`src/rtl/i2c_pair_pkg.sv`:
```
package i2c_pair_pkg;
  localparam int BYTE_W = 8;
  localparam int IDX_W  = 3;
  localparam logic [3:0] DEV_HI = 4'b0100;

  typedef enum logic [3:0] {
    ST_IDLE, ST_ADDR, ST_ADDR_ACK, ST_CMD, ST_CMD_ACK,
    ST_WDATA, ST_WDATA_ACK, ST_TX, ST_MACK, ST_IGNORE
  } st_t;

  function automatic logic addr_hit(input logic [6:0] a, input logic [2:0] pins);
    return a == {DEV_HI, pins};
  endfunction

  function automatic logic [IDX_W-1:0] pair_mate(input logic [IDX_W-1:0] p);
    return {p[IDX_W-1:1], ~p[0]};
  endfunction

  function automatic logic [BYTE_W-1:0] pick_byte(input logic [2*BYTE_W-1:0] w, input logic hi);
    return hi ? w[2*BYTE_W-1:BYTE_W] : w[BYTE_W-1:0];
  endfunction
endpackage

```
`src/rtl/i2c_line_sync.sv`:
```
module i2c_line_sync #(
  parameter int NSYNC = 2
) (
  input  logic clk,
  input  logic rst_n,
  input  logic scl_i,
  input  logic sda_i,
  output logic scl_s,
  output logic sda_s,
  output logic scl_rise,
  output logic scl_fall,
  output logic start_det,
  output logic stop_det
);
  logic [NSYNC-1:0] scl_q, sda_q;
  logic scl_d, sda_d;

  always_ff @(posedge clk or negedge rst_n) begin
    if (!rst_n) begin
      scl_q <= '1;
      sda_q <= '1;
      scl_d <= 1'b1;
      sda_d <= 1'b1;
    end else begin
      scl_q <= {scl_q[NSYNC-2:0], scl_i};
      sda_q <= {sda_q[NSYNC-2:0], sda_i};
      scl_d <= scl_q[NSYNC-1];
      sda_d <= sda_q[NSYNC-1];
    end
  end

  assign scl_s     = scl_q[NSYNC-1];
  assign sda_s     = sda_q[NSYNC-1];
  assign scl_rise  = scl_s & ~scl_d;
  assign scl_fall  = ~scl_s & scl_d;
  // data edges while the clock stays high mark bus conditions
  assign start_det = scl_s & scl_d & sda_d & ~sda_s;
  assign stop_det  = scl_s & scl_d & ~sda_d & sda_s;
endmodule

```
`src/rtl/i2c_pair_regbank.sv`:
```
module i2c_pair_regbank
  import i2c_pair_pkg::*;
#(
  parameter logic [2*BYTE_W-1:0] OUT_RST = '1,
  parameter logic [2*BYTE_W-1:0] POL_RST = '0,
  parameter logic [2*BYTE_W-1:0] CFG_RST = '1
) (
  input  logic                  clk,
  input  logic                  rst_n,
  input  logic                  wr_en,
  input  logic [IDX_W-1:0]      widx,
  input  logic [BYTE_W-1:0]     wdata,
  input  logic [IDX_W-1:0]      ridx,
  input  logic [2*BYTE_W-1:0]   port_in,
  output logic [BYTE_W-1:0]     rdata,
  output logic [2*BYTE_W-1:0]   out_q,
  output logic [2*BYTE_W-1:0]   pol_q,
  output logic [2*BYTE_W-1:0]   cfg_q
);
  localparam int NPAIR = 1 << (IDX_W - 1);
  logic [2*BYTE_W-1:0] bank [NPAIR];

  assign bank[0] = port_in;

  for (genvar g = 1; g < NPAIR; g++) begin : g_pair
    localparam logic [2*BYTE_W-1:0] RV = (g == 1) ? OUT_RST : (g == 2) ? POL_RST : CFG_RST;
    logic [2*BYTE_W-1:0] q;
    always_ff @(posedge clk or negedge rst_n) begin
      if (!rst_n) q <= RV;
      else if (wr_en && widx[IDX_W-1:1] == (IDX_W-1)'(g)) begin
        if (widx[0]) q[2*BYTE_W-1:BYTE_W] <= wdata;
        else         q[BYTE_W-1:0]        <= wdata;
      end
    end
    assign bank[g] = q;
  end

  assign rdata = pick_byte(bank[ridx[IDX_W-1:1]], ridx[0]);
  assign out_q = bank[1];
  assign pol_q = bank[2];
  assign cfg_q = bank[3];
endmodule

```
`src/rtl/i2c_pair_engine.sv`:
```
module i2c_pair_engine
  import i2c_pair_pkg::*;
(
  input  logic              clk,
  input  logic              rst_n,
  input  logic              sda_s,
  input  logic              scl_rise,
  input  logic              scl_fall,
  input  logic              start_det,
  input  logic              stop_det,
  input  logic [2:0]        addr_pins,
  input  logic [BYTE_W-1:0] rdata,
  output logic              sda_low,
  output logic [IDX_W-1:0]  ptr,
  output logic [IDX_W-1:0]  ridx,
  output logic              wr_en,
  output logic [BYTE_W-1:0] wdata,
  output st_t               st
);
  logic [BYTE_W-1:0] sh;
  logic [2:0]        cnt;
  logic              got8, rw, mnack;

  // the mate is fetched while waiting on the master's acknowledge
  assign ridx = (st == ST_MACK) ? pair_mate(ptr) : ptr;

  always_ff @(posedge clk or negedge rst_n) begin
    if (!rst_n) begin
      st <= ST_IDLE; sh <= '0; cnt <= '0; got8 <= 1'b0; rw <= 1'b0;
      mnack <= 1'b0; sda_low <= 1'b0; ptr <= '0; wr_en <= 1'b0; wdata <= '0;
    end else begin
      wr_en <= 1'b0;
      if (start_det) begin
        st <= ST_ADDR; cnt <= '0; got8 <= 1'b0; sda_low <= 1'b0;
      end else if (stop_det) begin
        st <= ST_IDLE; got8 <= 1'b0; sda_low <= 1'b0;
      end else begin
        unique case (st)
          ST_ADDR, ST_CMD, ST_WDATA: begin
            if (scl_rise) begin
              sh  <= {sh[BYTE_W-2:0], sda_s};
              cnt <= cnt + 3'd1;
              if (cnt == 3'd7) got8 <= 1'b1;
            end else if (scl_fall && got8) begin
              got8 <= 1'b0;
              if (st == ST_ADDR) begin
                if (addr_hit(sh[7:1], addr_pins)) begin
                  rw <= sh[0]; sda_low <= 1'b1; st <= ST_ADDR_ACK;
                end else st <= ST_IGNORE;
              end else if (st == ST_CMD) begin
                ptr <= sh[IDX_W-1:0]; sda_low <= 1'b1; st <= ST_CMD_ACK;
              end else begin
                wr_en <= 1'b1; wdata <= sh; sda_low <= 1'b1; st <= ST_WDATA_ACK;
              end
            end
          end
          ST_ADDR_ACK: if (scl_fall) begin
            cnt <= '0;
            if (rw) begin
              sh <= rdata; sda_low <= ~rdata[BYTE_W-1]; st <= ST_TX;
            end else begin
              sda_low <= 1'b0; st <= ST_CMD;
            end
          end
          ST_CMD_ACK: if (scl_fall) begin
            sda_low <= 1'b0; cnt <= '0; st <= ST_WDATA;
          end
          ST_WDATA_ACK: if (scl_fall) begin
            sda_low <= 1'b0; cnt <= '0; ptr <= pair_mate(ptr); st <= ST_WDATA;
          end
          ST_TX: if (scl_fall) begin
            if (cnt == 3'd7) begin
              sda_low <= 1'b0; st <= ST_MACK;
            end else begin
              cnt <= cnt + 3'd1;
              sh <= {sh[BYTE_W-2:0], 1'b0};
              sda_low <= ~sh[BYTE_W-2];
            end
          end
          ST_MACK: begin
            if (scl_rise) mnack <= sda_s;
            else if (scl_fall) begin
              if (mnack) st <= ST_IGNORE;
              else begin
                ptr <= pair_mate(ptr); sh <= rdata; cnt <= '0;
                sda_low <= ~rdata[BYTE_W-1]; st <= ST_TX;
              end
            end
          end
          default: ;
        endcase
      end
    end
  end
endmodule

```
`src/rtl/i2c_pair_target.sv`:
```
module i2c_pair_target
  import i2c_pair_pkg::*;
#(
  parameter int NSYNC = 2
) (
  input  logic        clk,
  input  logic        rst_n,
  input  logic        scl_i,
  input  logic        sda_i,
  output logic        sda_drive_low,
  input  logic [2:0]  addr_pins,
  input  logic [15:0] port_in,
  output logic [15:0] out_reg,
  output logic [15:0] pol_reg,
  output logic [15:0] cfg_reg
);
  logic scl_s, sda_s, scl_rise, scl_fall, start_det, stop_det;
  logic wr_en;
  logic [IDX_W-1:0] ptr, ridx;
  logic [BYTE_W-1:0] wdata, rdata;
  st_t st;

  i2c_line_sync #(.NSYNC(NSYNC)) u_sync (
    .clk(clk), .rst_n(rst_n), .scl_i(scl_i), .sda_i(sda_i),
    .scl_s(scl_s), .sda_s(sda_s), .scl_rise(scl_rise), .scl_fall(scl_fall),
    .start_det(start_det), .stop_det(stop_det)
  );

  i2c_pair_engine u_eng (
    .clk(clk), .rst_n(rst_n), .sda_s(sda_s), .scl_rise(scl_rise),
    .scl_fall(scl_fall), .start_det(start_det), .stop_det(stop_det),
    .addr_pins(addr_pins), .rdata(rdata), .sda_low(sda_drive_low),
    .ptr(ptr), .ridx(ridx), .wr_en(wr_en), .wdata(wdata), .st(st)
  );

  i2c_pair_regbank u_bank (
    .clk(clk), .rst_n(rst_n), .wr_en(wr_en), .widx(ptr), .wdata(wdata),
    .ridx(ridx), .port_in(port_in), .rdata(rdata),
    .out_q(out_reg), .pol_q(pol_reg), .cfg_q(cfg_reg)
  );
endmodule

```
`config.mk`:
```
export PLATFORM = sky130hd
export DESIGN_NAME = i2c_pair_target
export DESIGN_NICKNAME = d
export VERILOG_FILES = /design/src/rtl/i2c_pair_pkg.sv /design/src/rtl/i2c_line_sync.sv /design/src/rtl/i2c_pair_regbank.sv /design/src/rtl/i2c_pair_engine.sv /design/src/rtl/i2c_pair_target.sv
export SDC_FILE = /design/constraint.sdc
export NUM_CORES = 1
export LEC_CHECK = 0
export BUFFER_PORTS_ARGS = -buffer_cell sky130_fd_sc_hd__buf_2
export CAP_MARGIN = 20
export CORE_MARGIN = 2
export CORE_UTILIZATION = 60
export CTS_BUF_LIST = sky130_fd_sc_hd__clkbuf_8
export DETAILED_ROUTE_END_ITERATION = 8
export HOLD_SLACK_MARGIN = 0.08
export PLACE_DENSITY = 0.82
export SETUP_SLACK_MARGIN = 0.15
export SLEW_MARGIN = 20
export SYNTH_ARGS = -nofsm -noshare
export SYNTH_HDL_FRONTEND = slang
export SYNTH_SLANG_ARGS = --single-unit
export TNS_END_PERCENT = 50
```
`constraint.sdc`:
```
create_clock -name clk -period 3.54 [get_ports clk]
set_clock_uncertainty 0.15 [all_clocks]
set_input_delay 0.354 -clock clk [delete_from_list [all_inputs] [get_ports clk]]
set_output_delay 0.354 -clock clk [all_outputs]
set_load 0.005 [all_outputs]
```
=== After elaboration in Yosys (flattened, before gate mapping) ===
Cells that the tools add are included.

* Input port bits: 23
* Bits in registers: 85
* Word-level logic and storage cells: 196
* Output and inout port bits: 49

* Bitwise gates (word level): 22
* Equal/unequal tests: 45
* Multiplexer cells: 77
* Order comparisons: 1
* $add $sub $neg: 1
* Reductions and logical operators: 29

{| class="wikitable"
|+ Operators with widths
! kind !! count
|-
| two-way mux 8 bit || 9
|-
| two-way mux 4 bit || 13
|-
| two-way mux 3 bit || 16
|-
| binary-select mux 16 bit (select 2 bit) || 1
|-
| two-way mux 16 bit || 2
|-
| one-hot mux 8 bit (4 select lines) || 1
|-
| two-way mux 1 bit || 30
|-
| AND reduction 9 bit || 3
|-
| AND reduction 11 bit || 2
|-
| != test 4 x 3 -> 1 bit (second input constant) || 5
|-
| one-hot mux 4 bit (5 select lines) || 1
|-
| equality test 4 x 3 -> 1 bit (second input constant) || 4
|-
| != test 2 x 1 -> 1 bit (second input constant) || 7
|-
| != test 2 bit (second input constant) || 7
|-
| inverter 1 bit || 14
|-
| AND reduction 7 bit || 2
|-
| != test 3 bit (second input constant) || 4
|-
| != test 4 bit (second input constant) || 3
|-
| one-hot mux 3 bit (4 select lines) || 1
|-
| AND reduction 2 bit || 6
|-
| AND reduction 10 bit || 1
|-
| one-hot mux 3 bit (3 select lines) || 1
|-
| equality test 4 x 2 -> 1 bit (second input constant) || 2
|-
| != test 4 x 1 -> 1 bit (second input constant) || 2
|-
| 24 further kinds || 38
|}

=== Longest topological paths before layout ===
* Depth after elaboration: 12
* Depth in mapped cells: 8
* Gate-level depth less buffers: 8

=== Hierarchy ===
From an unflattened synthesis, not the netlist that was laid out.

* Cell total of the unflattened synthesis: 354
* Area, all modules: 4,692.0 sq um

{| class="wikitable"
|+ Modules (own cells, without submodules)
! module !! cells each !! times used !! sequential area each (sq um) !! area an instance (sq um)
|-
| i2c_pair_regbank || 135 || 1 || 1,241.2 || 2,402.3
|-
| i2c_pair_engine || 209 || 1 || 775.7 || 2,099.5
|-
| i2c_line_sync || 10 || 1 || 157.7 || 190.2
|}

=== Least setup slack after synthesis ===
No wires, ideal clock.

* Path kind: register to register
* Start point: register u_eng.st[1]
* End point: register u_eng.st[0]
* Slack: 1.442 ns
* Required time: 3.265 ns
* Arrival time: 1.823 ns
* Path buffers: 1
* Period minus slack after synthesis: 2.098 ns
* Library setup time: 0.125 ns
* Stages on the path, launching flop included: 8
* Cell sequence: dfrtp_1 buf_6 or4b_4 nor2_1 a211o_2 a21oi_2 nor2_2 mux2_2

* Cells in the longest elaborated chain, start to end: 7
* Elaborated cells between the ends (all ways): 26
* Those cells by class: eq/ne: 16; mux: 6; reduce/logical: 4

{| class="wikitable"
|+ Ends and longest elaborated chain
! element !! RTL line !! source
|-
| start: declaration || i2c_pair_engine.sv:18 || <nowiki>output st_t st</nowiki>
|-
| start signal: assignment || i2c_pair_engine.sv:29 || <nowiki>st <= ST_IDLE; sh <= '0; cnt <= '0; got8 <= 1'b0; rw <= 1'b0;</nowiki>
|-
| start signal: assignment || i2c_pair_engine.sv:34 || <nowiki>st <= ST_ADDR; cnt <= '0; got8 <= 1'b0; sda_low <= 1'b0;</nowiki>
|-
| start signal: assignment || i2c_pair_engine.sv:36 || <nowiki>st <= ST_IDLE; got8 <= 1'b0; sda_low <= 1'b0;</nowiki>
|-
| equality test 4 x 1 -> 1 bit || i2c_pair_engine.sv:38, i2c_pair_engine.sv:46 ||
|-
| two-way mux 4 bit || i2c_pair_engine.sv:46 || <nowiki>if (st == ST_ADDR) begin</nowiki>
|-
| two-way mux 4 bit || i2c_pair_engine.sv:44 || <nowiki>end else if (scl_fall && got8) begin</nowiki>
|-
| two-way mux 4 bit || i2c_pair_engine.sv:40 || <nowiki>if (scl_rise) begin</nowiki>
|-
| one-hot mux 4 bit (5 select lines) || i2c_pair_engine.sv:38 || <nowiki>unique case (st)</nowiki>
|-
| two-way mux 4 bit || i2c_pair_engine.sv:35 || <nowiki>end else if (stop_det) begin</nowiki>
|-
| two-way mux 4 bit || i2c_pair_engine.sv:33 || <nowiki>if (start_det) begin</nowiki>
|}

Several ways; a longest one is shown, not always the timed one. The select of a mux whose other input is x is not followed.
A chain may end at the register's enable or synchronous reset.

=== Worst setup path in the final report ===
* Start point: register u_eng.ptr[1]
* End point: register u_eng.sh[3]

* Cells in the longest elaborated chain, start to end: 9
* Elaborated cells between the ends (all ways): 11
* Those cells by class: mux: 10; bitwise: 1

{| class="wikitable"
|+ Ends and longest elaborated chain
! element !! RTL line !! source
|-
| start: declaration || i2c_pair_engine.sv:14 || <nowiki>output logic [IDX_W-1:0] ptr,</nowiki>
|-
| start signal: assignment || i2c_pair_engine.sv:30 || <nowiki>mnack <= 1'b0; sda_low <= 1'b0; ptr <= '0; wr_en <= 1'b0; wdata <= '0;</nowiki>
|-
| start signal: assignment || i2c_pair_engine.sv:51 || <nowiki>ptr <= sh[IDX_W-1:0]; sda_low <= 1'b1; st <= ST_CMD_ACK;</nowiki>
|-
| start signal: assignment || i2c_pair_engine.sv:69 || <nowiki>sda_low <= 1'b0; cnt <= '0; ptr <= pair_mate(ptr); st <= ST_WDATA;</nowiki>
|-
| inverter 2 -> 3 bit (not written as such) (*) || i2c_pair_regbank.sv:38 || <nowiki>assign rdata = pick_byte(bank[ridx[IDX_W-1:1]], ridx[0]);</nowiki>
|-
| binary-select mux 16 bit (select 2 bit) (*) || i2c_pair_regbank.sv:38 ||
|-
| two-way mux 16 bit (not written as such) (*) (2 in series) || i2c_pair_regbank.sv:38 ||
|-
| two-way mux 8 bit (*) || i2c_pair_pkg.sv:20 || <nowiki>return hi ? w[2*BYTE_W-1:BYTE_W] : w[BYTE_W-1:0];</nowiki>
|-
| two-way mux 8 bit || i2c_pair_engine.sv:83 || <nowiki>if (mnack) st <= ST_IGNORE;</nowiki>
|-
| two-way mux 8 bit || i2c_pair_engine.sv:82 || <nowiki>else if (scl_fall) begin</nowiki>
|-
| two-way mux 8 bit || i2c_pair_engine.sv:81 || <nowiki>if (scl_rise) mnack <= sda_s;</nowiki>
|-
| one-hot mux 8 bit (4 select lines) (*) || i2c_pair_engine.sv:38 ||
|-
| end signal: assignment || i2c_pair_engine.sv:41 || <nowiki>sh <= {sh[BYTE_W-2:0], sda_s};</nowiki>
|-
| end signal: assignment || i2c_pair_engine.sv:76 || <nowiki>sh <= {sh[BYTE_W-2:0], 1'b0};</nowiki>
|-
| end: declaration || i2c_pair_engine.sv:20 || <nowiki>logic [BYTE_W-1:0] sh;</nowiki>
|}

Mark *: on every way between the ends. The rest lies on a longest branch, timed or not. The select of a mux whose other input is x is not followed.

==> summary.md <==
| Metric | Value |
|---|---|
| Status | complete, no violations |
| Critical path, cell by cell | buf_4 -> mux4_2 -> mux2i_1 -> o21ai_0 -> mux2_2 |
| Startpoint types | register |
| Vias | 3,227 |
| Post-route ant nets | 0 |
| TritonCTS buffer count | 9 |
| Drt via density | 6.077 |
| Initial antenna violation count | 0 |
| Layout cell share with drive strength beyond 1 | 53.94% |
| Critical Path RT | 3640 ps |
| NumNets Final | 452 |
| Number of antenna diodes | 0 |
| CTS tree | yes |
| Worst slew pin tran | 1021 ps |
| Min-delay worst type | register to register |
| Clock Path Buffers | 2 |
| First-pass GRT wire length | 16,250 um |
| Pwr Total | 3.122 mW |
| Psw | 1.152 mW |
| PD cells | 608.2 nW/um^2 |
| Synth Cell Area | 4423 sq um |
| Max Freq | 376.5 MHz |
| Synth area leader | dfrtp_1 |
| Commonest cells post-synth | mux2_2 (71), dfrtp_1 (47), dfstp_2 (38) |
| # setup viols final | 0 |
| Final instance area | 5132 sq um |
| CTS HTree Levels | 3 |
| DP Worst Slack | 902.6 ps |
| MaxCap Viol Count | 0 |
| Final setup TNS | 0 ps |
| WS Path Type | register to register |
| Hold Slack | 211.4 ps |
| Die footprint | 8075 sq um |
| CP max FO | 19 |
| Register bit total from synthesis | 85 |
| Number of setup buffers added after CTS | 0 |
| VDD IR max | 0.3655 mV |
| Seq/Total Area, Yosys | 49.17% |
| Max-slew violation count | 0 |
| Adder-cell share of the synthesized area | 0.5658% |
| Inst Count DP | 512 |
| EDFF count, synth | 0 |
| Largest family of logic cells by synthesized area | multiplexers |
| Clk sinks | 85 |
| Crit. End Element | register |
| Clk_lat worst skew | 360 ps |
| Core footprint | 7214 sq um |
| Top cells by area, synth | dfrtp_1 (27%), dfstp_2 (23%), mux2_2 (18%) |
| Sequential fraction of design power | 45.5% |
| WP buf/inv | 1 |
| Logic pwr share | 30.9% |
| # IOs | 72 |
| Grt met2 use | 42.55% |
| Ys Warns | 0 |
| Finished Layout Cells | 531 |
| Most used routing layer | met2 |
| Clock Power Share | 23.6% |
| Synthesized area per cell | 12.60 sq um |
| Area fraction of the dominant cell type after synthesis | 26.59% |
| Syn_nets | 376 |
| Largest delay contributor family on the critical path | flip-flops |
| Crit share post-route | 75.02% |
| Core Util, Final | 71.14% |
| Slowest CP cell | dfrtp_1 |
| Worst slew margin | 31.95% |
| Iteration-0 DRC Markers | 151 |
| Placed wire-length estimate | 6918 um |
| Detailed Route WL | 10,010 um |
| Routed wire per std cell | 18.86 um |
| Cell Area, Placed | 4883 sq um |
| Period minus WS final | 2656 ps |
| Worst setup margin | 884.2 ps |
| Largest net degree at the start of global routing | 86 |
| Synth-to-Final Area Change | 16.04% |
| Cells after Synth | 351 |
| Unrepaired setup endpoints after global routing | no |
| Worst Path Arrival | 2750 ps |
| # rows | 31 |
| Die Y | 89.86 um |
| GRT overflow | 0 |
| Top-count cell post-synth | mux2_2 |
| DRC Markers | 0 |
| Final weighted congestion in routability-driven placement | 0.9520 |
| Total track usage | 25.73% |
| Leakage | 2.397 nW |
| Grt met1 use | 33.70% |
| Synth Area in XOR/XNOR | 1.160% |
| Met3 usage | 6.454% |
| Initial core utilization | 61.31% |
| Root buffer cell | clkbuf_8 |
| Compound-cell area share of the yosys netlist | 8.062% |
| Critical path's largest stage delay | 1030 ps |
| Resized Gates After CTS | 0 |
| Drt pass-1 iters | 5 |
| Die X | 89.86 um |
| Simple-gate area share of the yosys netlist | 10.69% |
| Asr flop ratio synth | 100.0% |
| Port bufs | 71 |
| Count of distinct cell types in the synthesized netlist | 53 |
| Final number of hold-violating endpoints | 0 |
| Mux contribution to synthesized area | 28.03% |
| Vias in the first global route | 3,160 |
| Main synth FF type | dfrtp_1 |
| Internal Power | 1.969 mW |
| Sw frac | 36.91% |
| Clock slew at reported path FFs | 90 ps |
==> state kept, by name, indices dropped and copies added (netlist names) <==
register and flops:
u_bank.pol_q 16, u_sync.sda_q 2, u_bank.out_q 16, u_eng.mnack 1, u_sync.scl_d 1, u_eng.sh 8
u_eng.ptr 3, u_eng.wr_en 1, u_eng.got8 1, u_bank.cfg_q 16, u_eng.st 4, u_eng.wdata 8
u_eng.sda_low 1, u_eng.cnt 3, u_sync.scl_q 2, u_eng.rw 1, u_sync.sda_d 1
==> layer usage <==
| layer | vias up | share of wire, % |
|---|---|---|
| li1 | 1458 | - |
| met1 | 1634 | 42 |
| met2 | 116 | 50 |
| met3 | 19 | 6.1 |
| met4 | 0 | 2.0 |
| met5 | - | 0 |
==> worst paths after layout <==
path	startpoint	end	slack (ps)	cells past startpoint
min in group asynchronous	rst_n	u_eng.st[0]$_DFFE_PN0P_	420	2
worst max register to register	u_eng.ptr[1]$_DFFE_PN0P_	u_eng.sh[3]$_DFFE_PN0P_	880	5
max in group asynchronous	rst_n	u_eng.sh[0]$_DFFE_PN0P_	2260	2
worst min-delay path	u_sync.sda_q[0]$_DFF_PN1_	u_sync.sda_q[1]$_DFF_PN1_	210	0
worst max-delay path	u_eng.ptr[1]$_DFFE_PN0P_	u_eng.sh[3]$_DFFE_PN0P_	880	5
worst min register to register	u_sync.sda_q[0]$_DFF_PN1_	u_sync.sda_q[1]$_DFF_PN1_	210	0
==> worst register-to-register path: stages, from the launching register on <==
cell	delay [ps]
dfrtp_1	1030
buf_4	310
mux4_2	510
mux2i_1	180
o21ai_0	90
mux2_2	280
==> placed cells by master, fill, tap and decap left out, types with 2 or more instances in the layout <==
master	Yosys	routed
o21bai_1	2	2
or2_2	2	2
nand4_1	2	2
buf_2	7	70
xnor2_1	4	4
clkbuf_8	0	10
mux2i_1	8	8
a22o_1	2	2
mux4_2	16	16
nor2_1	14	14
dfrtp_1	47	47
dfstp_2	38	38
nand4b_1	4	4
nor3_1	5	5
and3_1	3	3
nor2b_1	5	5
buf_4	2	8
inv_1	4	4
nand3_1	2	2
a31oi_1	3	3
a21oi_2	2	2
nand2_1	29	29
nand2b_1	5	5
mux2_2	71	71
inv_8	0	2
ha_1	2	2
or3_1	2	2
o21ai_0	24	24
a21oi_1	15	15
dlygate4sd3_1	0	3
==> power by group through the flow <==
stage                     combinational, mW  clock (mW)  sequential, mW
after floorplan                       0.872           0            1.26
final                                 0.966       0.736            1.42
after CTS                             0.965       0.750            1.41
after detailed placement              0.953           0            1.43
after global placement                0.932           0            1.42
after global routing                   1.07       0.789            1.45
==> timing repair <==
action | 4_1_cts | 5_1_grt
hold buffers | 3 | 0
endpoints found under the setup margin | 0 | 0
endpoints found under the hold margin | 49 | 0
==> logic make-up after synthesis <==
group           after synthesis
mux                          95
simple gates                 85
flops                        85
compound gates               58
buf+inv                      21
xor+xnor                      5
fa+ha+maj                     2
==> cell type report <==
type                            instances  area [sq um]
Clock buffer                           10         137.6
Clock inverter                          6         77.57
Timing Repair Buffer                   82         451.7
Fill cell                             519          2082
Tap cell                               99         123.9
Sequential cell                        85          2175
Inverter                                4         15.01
Multi-Input combinational cell        245          2152
(Power assumes the default switching activity.)
